$ cat src/rtl/runstate_pkg.sv
package runstate_pkg;
    typedef enum logic [1:0] {
        ST_IDLE_LOADED = 2'b00,
        ST_EXECUTING   = 2'b01,
        ST_DRAINING    = 2'b10,
        ST_STOPPED     = 2'b11
    } run_state_t;
endpackage

$ cat src/rtl/runstate_fsm.sv
module runstate_fsm
    import runstate_pkg::*;
(
    input  logic       clk,
    input  logic       rst_n,
    input  logic       load_pulse,
    input  logic       step_req,
    input  logic       term_seen,
    input  logic       last_inflight,
    output run_state_t state,
    output logic       adv_en,
    output logic       fetch_en,
    output logic       final_step
);
    run_state_t nxt;

    // next state
    always_comb begin
        nxt = state;
        if (load_pulse) begin
            nxt = ST_IDLE_LOADED;
        end else if (step_req) begin
            unique case (state)
                ST_IDLE_LOADED: nxt = ST_EXECUTING;
                ST_EXECUTING:   nxt = term_seen ? ST_DRAINING : ST_EXECUTING;
                ST_DRAINING:    nxt = last_inflight ? ST_STOPPED : ST_DRAINING;
                ST_STOPPED:     nxt = ST_STOPPED;
                default:        nxt = ST_IDLE_LOADED;
            endcase
        end
    end

    // state register
    always_ff @(posedge clk or negedge rst_n) begin
        if (!rst_n) state <= ST_IDLE_LOADED;
        else        state <= nxt;
    end

    // outputs
    always_comb begin
        adv_en     = 1'b0;
        fetch_en   = 1'b0;
        final_step = 1'b0;
        if (!load_pulse && step_req) begin
            unique case (state)
                ST_IDLE_LOADED: begin
                    adv_en   = 1'b1;
                    fetch_en = 1'b1;
                end
                ST_EXECUTING: begin
                    adv_en   = 1'b1;
                    fetch_en = !term_seen;
                end
                ST_DRAINING: begin
                    adv_en     = 1'b1;
                    final_step = last_inflight;
                end
                ST_STOPPED: adv_en = 1'b0;
                default:    adv_en = 1'b0;
            endcase
        end
    end

    assert_stopped_frozen_R9: assert property (@(posedge clk) disable iff (!rst_n)
        (state == ST_STOPPED && !load_pulse) |=> (state == ST_STOPPED));
    assert_no_fetch_drain_R7: assert property (@(posedge clk) disable iff (!rst_n)
        (state == ST_DRAINING) |-> !fetch_en);
    assert_load_idle_R10: assert property (@(posedge clk) disable iff (!rst_n)
        load_pulse |=> (state == ST_IDLE_LOADED));
    assert_pause_hold_R4: assert property (@(posedge clk) disable iff (!rst_n)
        (!step_req && !load_pulse) |=> $stable(state));
endmodule

$ cat src/rtl/runstate_counter.sv
module runstate_counter #(
    parameter int W = 32
) (
    input  logic         clk,
    input  logic         rst_n,
    input  logic         clr,
    input  logic         inc,
    output logic [W-1:0] value
);
    localparam logic [W-1:0] ONE = {{(W-1){1'b0}}, 1'b1};

    always_ff @(posedge clk or negedge rst_n) begin
        if (!rst_n)   value <= '0;
        else if (clr) value <= '0;
        else if (inc) value <= value + ONE;
    end

    assert_count_step_R4: assert property (@(posedge clk) disable iff (!rst_n)
        (!clr && !inc) |=> $stable(value));
endmodule

$ cat src/rtl/cpu_runstate_ctrl.sv
module cpu_runstate_ctrl
    import runstate_pkg::*;
#(
    parameter int CNT_W = 32
) (
    input  logic             clk,
    input  logic             rst_n,
    input  logic             load_pulse,
    input  logic             step_req,
    input  logic             term_seen,
    input  logic             last_inflight,
    input  logic             retire_seen,
    output logic [1:0]       status,
    output logic             fetch_en,
    output logic             adv_en,
    output logic [CNT_W-1:0] cycle_cnt,
    output logic [CNT_W-1:0] retired_cnt
);
    run_state_t st;
    logic       fin;
    logic       cyc_inc;
    logic       ret_inc;

    runstate_fsm u_fsm (
        .clk           (clk),
        .rst_n         (rst_n),
        .load_pulse    (load_pulse),
        .step_req      (step_req),
        .term_seen     (term_seen),
        .last_inflight (last_inflight),
        .state         (st),
        .adv_en        (adv_en),
        .fetch_en      (fetch_en),
        .final_step    (fin)
    );

    assign status  = st;
    assign cyc_inc = adv_en && !fin;
    assign ret_inc = adv_en && retire_seen;

    runstate_counter #(.W(CNT_W)) u_cycles (
        .clk   (clk),
        .rst_n (rst_n),
        .clr   (load_pulse),
        .inc   (cyc_inc),
        .value (cycle_cnt)
    );

    runstate_counter #(.W(CNT_W)) u_retired (
        .clk   (clk),
        .rst_n (rst_n),
        .clr   (load_pulse),
        .inc   (ret_inc),
        .value (retired_cnt)
    );

    assert_final_no_cycle_R8: assert property (@(posedge clk) disable iff (!rst_n)
        (status == 2'b10 && step_req && last_inflight && !load_pulse)
            |=> (status == 2'b11 && cycle_cnt == $past(cycle_cnt)));
    assert_load_clears_R10: assert property (@(posedge clk) disable iff (!rst_n)
        load_pulse |=> (cycle_cnt == '0 && retired_cnt == '0));
endmodule

$ cat config.mk
export PLATFORM = sky130hd
export DESIGN_NAME = cpu_runstate_ctrl
export DESIGN_NICKNAME = d
export VERILOG_FILES = /design/src/rtl/runstate_pkg.sv /design/src/rtl/runstate_fsm.sv /design/src/rtl/runstate_counter.sv /design/src/rtl/cpu_runstate_ctrl.sv
export SDC_FILE = /design/constraint.sdc
export NUM_CORES = 1
export LEC_CHECK = 0
export BUFFER_PORTS_ARGS = -buffer_cell sky130_fd_sc_hd__buf_2
export CAP_MARGIN = 40
export CORE_ASPECT_RATIO = 0.5
export CORE_UTILIZATION = 59
export DETAILED_ROUTE_END_ITERATION = 16
export PLACE_DENSITY = 0.95
export SETUP_SLACK_MARGIN = 0.4
export SLEW_MARGIN = 30
export SYNTH_ARGS = -nofsm -noshare
export SYNTH_HDL_FRONTEND = slang
export SYNTH_SLANG_ARGS = --single-unit
$ cat constraint.sdc
create_clock -name clk -period 2.8 [get_ports clk]
set_input_delay 0.14 -clock clk [delete_from_list [all_inputs] [get_ports clk]]
set_output_delay 0.14 -clock clk [all_outputs]
set_load 0.01 [all_outputs]
==> results of run 1 <==
[flip-flops by register name, summed over array words and instances (netlist names)]
name and count:
u_retired.value 32, u_cycles.value 32, u_fsm.state 2
[routing by layer]
metal	routed length (um)	track usage	share of wire	vias up
li1	-	-	-	1444
met1	3560	0.369	0.45	1443
met5	0	0	0	-
met2	3820	0.459	0.48	109
met3	448	0.0925	0.056	13
met4	140	0.131	0.018	0
[final timing paths]
| path | start | endpoint | slack (ps) | depth (start not counted) |
|---|---|---|---|---|
| min in group asynchronous | rst_n | u_retired.value[8]$_DFFE_PN0P_ | 350 | 2 |
| hold reg to reg | u_cycles.value[29]$_DFFE_PN0P_ | u_cycles.value[29]$_DFFE_PN0P_ | 560 | 2 |
| setup reg to reg | u_retired.value[11]$_DFFE_PN0P_ | u_retired.value[23]$_DFFE_PN0P_ | 700 | 6 |
| max in group asynchronous | rst_n | u_cycles.value[15]$_DFFE_PN0P_ | 1730 | 3 |
| setup / recovery | u_retired.value[11]$_DFFE_PN0P_ | u_retired.value[23]$_DFFE_PN0P_ | 700 | 6 |
| hold / removal | load_pulse | u_fsm.state[1]$_DFFE_PN0P_ | 30 | 2 |
[layout make-up]
type	instances	area, sq um
Sequential cell	66	1650
Inverter	6	22.5
Timing Repair Buffer	83	440
Clock buffer	10	239
Multi-Input combinational cell	281	1700
Tap cell	73	91.3
Clock inverter	5	103
Fill cell	373	1320
[critical path, cell delays in order (launching register included)]
cell     delay, ps
dfrtp_1        400
and3_1         260
nor2b_1        160
buf_4          160
nand4_1        350
or4_1          530
a21oi_1        160
[metrics by stage]
stage                     instances  total power, mW  instance area [sq um]  setup slack (ps)  hold slack [ps]
after CTS                       524             2.35                   4250               715             16.2
after floorplan                 368             1.01                   3440               974             -156
final                           524             2.33                   4250               697             27.2
after global routing            524             2.40                   4250               491             29.7
after detailed placement        508             1.06                   3890               731              188
after global placement          508             1.05                   3890               818              184
[report_power, final]
part / internal, mW / switching [mW]
sequential: 0.959 / 0.00706
combinational: 0.0197 / 0.0539
clock: 0.886 / 0.408
total: 1.87 / 0.469
[cell usage after synthesis, types with 6 or more instances]
master / instances / area (sq um)
dfrtp_1: 66 / 1650
nor2_1: 58 / 218
xor2_1: 33 / 289
nand2_1: 26 / 97.6
nand3_1: 25 / 125
nand4_1: 25 / 156
and3_1: 15 / 93.8
nor3_1: 14 / 70.1
xnor2_1: 14 / 123
a21oi_1: 12 / 60.1
clkbuf_1: 8 / 30.0
o21ai_0: 8 / 40.0
nor2b_1: 7 / 43.8
inv_1: 6 / 22.5
or3_1: 6 / 37.5
[cells in the final DEF, fill, tap and decap left out, types with 2 or more instances in the layout]
master and count:
and3_1 15, or4_1 4, nor3_1 14, dfrtp_1 66, or3_1 6, o31ai_1 2
nor2b_1 7, xnor2_1 14, and4_1 3, nor2_1 58, nand3_1 25, nand2b_1 3
a21o_1 4, bufinv_16 3, inv_1 6, and2_1 2, buf_4 8, nand4_1 25
o21ai_0 8, a21oi_1 12, nand2_1 26, ha_1 2, nor4_1 2, nor4_2 3
clkbuf_16 9, xor2_1 33, buf_2 74
[what timing repair did]
action,CTS,global route
endpoints found under the hold margin,25,0
setup buffers,0,0
gates resized for setup,0,0
hold buffers,1,0
[logic make-up (layout without fill, tap and decap cells)]
logic type | count (synthesis) | count (layout) | share of synthesized area
simple gates | 202 | 202 | 0.313
flops | 66 | 66 | 0.479
xor+xnor | 47 | 47 | 0.120
compound gates | 28 | 28 | 0.0465
buf+inv | 21 | 104 | 0.0276
fa+ha+maj | 2 | 2 | 0.00726
mux | 2 | 2 | 0.00617
==> summary.md, run 1 <==
| Metric | Value |
|---|---|
| 1st-pass router iterations | 4 |
| Dpl hpwl | 5350 um |
| Clock transition at path regs | 60 ps |
| Antenna cells | 0 |
| Slew Limit Headroom | 0.531 |
| Final Cycle Share | 0.751 |
| Vias in the first global route | 2,850 |
| Final GP Congestion | 0.811 |
| Final Slew Violations | 0 |
| Syn Inst Count | 368 |
| Buffers added on ports | 74 |
| Ys Warns | 0 |
| Post-layout util | 0.763 |
| FFs w/ async S/R, synth | 1.00 |
| VDD IR max | 509 uV |
| Number of core rows | 19 |
| Final TNS setup | 0 ps |
| CP arrival | 2350 ps |
| DRT iter0 DRCs | 166 |
| Post-Route WL | 7970 um |
| DR WL/cell | 15.2 um |
| Critical Path RT | 3050 ps |
| Worst Tran Pin Value | 704 ps |
| Residual DRC | 0 |
| Net total in the final layout | 456 |
| Max_cap viols | 0 |
| Syn nets | 377 |
| Worst Setup Start Kind | flip-flop |
| Top FF cell, synth | dfrtp_1 |
| Cts bufs inserted | 9 |
| Worst Setup End Kind | flip-flop |
| Final hold vios | 0 |
| Crit Path Class | flip-flop to flip-flop |
| Clk_lat worst skew | 330 ps |
| First-pass GRT wire length | 13,500 um |
| P per Cell Area | 550 nW/um^2 |
| Share of layout cells above drive strength 1 | 0.242 |
| Total gr overflow | 0 |
| Worst-path fanout max | 11 |
| Largest net degree at the start of global routing | 71 |
| Total track usage | 0.292 |
| Remaining antenna violation count | 0 |
| Number of synthesized flops with an enable pin | 0 |
| Vias | 3,009 |
| Syn Area/Cell | 9.36 sq um |
| Leak | 2.06 nW |
| CTS Sinks | 66 |
| Register area share after synthesis | 0.479 |
| Post-Synthesis Cell Area | 3440 sq um |
| Die H | 56.0 um |
| Skew final | 5.69 ps |
| Tmin final | 2100 ps |
| Syn-to-layout area delta | 23.2% |
| Initial Utilization | 0.619 |
| HP Class | input port to flip-flop |
| Die area | 6170 sq um |
| Initial antenna violation count | 0 |
| Seq cells post-synth | 66 |
| Max frequency | 0.476 GHz |
| Core Region | 5560 sq um |
| Root buf cell | clkbuf_16 |
| Die Span X | 110 um |
| Clk buf depth | 2 |
| Final setup viols | 0 |
| Io pins | 75 |
| Status | completed |
| Htree depth | 3 |
| Vias/cell | 5.74 |
| Synth cell types | 41 |
| RSZ-0062 raised after global routing | false |
| TritonCTS clock tree | done |
Power figures use the tool's default switching activity.
==> run 2: changes to the inputs <==
Settings changed: CORE_UTILIZATION 59 to 54, PLACE_DENSITY 0.95 to 0.89.
Clock period 2.8 ns to 2.2 ns, I/O delays scaled along.
==> summary.md, run 2 (same netlist as run 1, synthesis figures left out) <==
| Metric | Value |
|---|---|
| Clk_lat worst skew | 340 ps |
| Status | completed |
| Met2 Use GR | 0.438 |
| R2r endpoint | u_retired.value[13]$_DFFE_PN0P_ |
| Cts bufs inserted | 9 |
| P per Cell Area | 624 nW/um^2 |
| VDD IR max | 548 uV |
| Buffers added on ports | 74 |
| Worst Setup Start Kind | flip-flop |
| Final Cycle Share | 0.856 |
| Syn-to-layout area delta | 33.8% |
| Int Power | 2.27 mW |
| Max frequency | 0.531 GHz |
| Clk buf depth | 2 |
| DRT iter0 DRCs | 292 |
| Post-layout util | 0.755 |
| GR Util met1 | 0.335 |
| Die Span X | 115 um |
| TritonCTS clock tree | done |
| Initial antenna violation count | 0 |
| Clock transition at path regs | 50 ps |
| Final Slew Violations | 0 |
| Final TNS setup | 0 ps |
| Net total in the final layout | 486 |
| Antenna cells | 0 |
| Switching Fraction | 0.210 |
| Vias | 3,280 |
| Vias/cell | 5.75 |
| Logic pwr share | 0.037 |
| CP arrival | 2100 ps |
| Total track usage | 0.268 |
| Leak | 2.26 nW |
| FILL cells | 419 |
| Total gr overflow | 0 |
| Worst-path fanout max | 6 |
| Number of core rows | 20 |
| Final GP Congestion | 0.817 |
| Share of layout cells above drive strength 1 | 0.332 |
| Dpl hpwl | 5420 um |
| 1st-pass router iterations | 5 |
| Die area | 6720 sq um |
| Most frequent cells in the layout | 74 x buf_2, 58 x nor2_1, 58 x dfrtp_1, 35 x buf_4, 33 x xor2_1 |
| Tmin final | 1880 ps |
| Core Region | 6110 sq um |
| RSZ-0062 raised after global routing | true |
| First-pass GRT wire length | 13,700 um |
| HP Class | input port to flip-flop |
| Clock share of power | 0.536 |
| Sequential share of power | 0.428 |
| Vias in the first global route | 2,871 |
| M3 GR Usage | 0.0793 |
| Final hold vios | 0 |
| Crit Path Class | flip-flop to flip-flop |
| Residual DRC | 0 |
| Die H | 58.5 um |
| Worst flop-to-flop path startpoint | u_retired.value[6]$_DFFE_PN0P_ |
| Remaining antenna violation count | 0 |
| Largest regs | u_cycles.value (32), u_retired.value (32), u_fsm.state (2) |
| Layer with the highest usage | met2 |
| Largest net degree at the start of global routing | 67 |
| Commonest non-fill, non-tap cell in the layout | buf_2 |
| Skew final | 7.60 ps |
| Worst Setup End Kind | flip-flop |
| Hold path depth | 2 |
| Io pins | 75 |
| Final setup viols | 0 |
| Hold Path Sink | u_fsm.state[1]$_DFFE_PN0P_ |
| Htree depth | 3 |
| Initial Utilization | 0.564 |
| Min-Delay Startpoint | load_pulse |
| Worst Tran Pin Value | 541 ps |
| Root buf cell | clkbuf_16 |
| Worst r2r path cells | 5 |
| P_sw | 0.605 mW |
| Slew Limit Headroom | 0.637 |
| DR WL/cell | 17.0 um |
| Worst reg-to-reg setup slack | 320 ps |
| CTS Sinks | 66 |
| Post-Route WL | 9700 um |
| Critical Path RT | 2410 ps |
| Max_cap viols | 0 |
-- run 2: cell count changes in the layout (fill, tap and decap cells not counted), moves of 2 or more --
cell	delta
nor3_1	-3
dfrtp_1	-8
nand3_1	-2
nor3_4	+3
nand3_2	+2
or4_4	+2
buf_4	+27
dfrtp_2	+8
and3_1	-3
and3_4	+2
-- run 2: worst max-delay path, cell delays in order (launching register included) --
cell and delay (ps):
dfrtp_1 490, nand3_1 250, or2_2 450, nor3_1 310
xnor2_1 180, nor2_1 70
-- run 2: repair_timing --
action	CTS	global route
pin swaps	3	11
setup buffers	8	20
setup endpoints to repair	21	21
cloned	0	1
endpoints found under the hold margin	59	0
resized for setup	9	18
hold buffers	1	0
-- run 2: how the worst max path moves through the flow --
stage,from,to,slack (ps),depth (start not counted)
floorplan,u_fsm.state[0]$_DFFE_PN0P_,u_retired.value[9]$_DFFE_PN0P_,410,6
global placement,u_cycles.value[18]$_DFFE_PN0P_,u_cycles.value[28]$_DFFE_PN0P_,310,5
detailed placement,u_retired.value[11]$_DFFE_PN0P_,u_retired.value[23]$_DFFE_PN0P_,200,5
CTS,u_cycles.value[18]$_DFFE_PN0P_,u_cycles.value[28]$_DFFE_PN0P_,360,5
global route,u_retired.value[9]$_DFFE_PN0P_,u_retired.value[19]$_DFFE_PN0P_,280,5
finish,u_retired.value[6]$_DFFE_PN0P_,u_retired.value[13]$_DFFE_PN0P_,320,5
-- run 2: per-layer routing --
metal,routed length [um],up-vias
li1,-,1506
met1,3980,1592
met2,4780,152
met3,632,30
met4,302,0
met5,0,-
-- run 2: stage by stage --
step | std cells | power (mW) | setup slack [ps] | hold WS [ps] | area (sq um)
after floorplan | 368 | 1.29 | 414 | -186 | 3460
after global placement | 523 | 1.34 | 309 | 339 | 3930
after detailed placement | 523 | 1.35 | 202 | 344 | 3930
after CTS | 548 | 2.88 | 361 | 11.7 | 4360
after global routing | 570 | 2.97 | 281 | 24.0 | 4610
final | 570 | 2.88 | 317 | 12.6 | 4610
-- run 2: power groups by stage --
stage	logic [mW]	clock network [mW]	registers, mW
2_1_floorplan	0.0400	0	1.25
3_3_place_gp	0.0924	0	1.25
3_5_place_dp	0.0939	0	1.25
4_1_cts	0.0961	1.55	1.23
5_1_grt	0.116	1.63	1.23
6_report	0.105	1.54	1.23
-- run 2: final cells by class --
class / count / area [sq um] / area share
clock buffers: 11 / 243 / 0.0527
multi-input cells: 282 / 1810 / 0.393
inverters: 6 / 22.5 / 0.00489
well taps: 88 / 110 / 0.0239
flip-flops and latches: 66 / 1660 / 0.361
clock inverters: 5 / 77.6 / 0.0168
repair buffers: 112 / 682 / 0.148
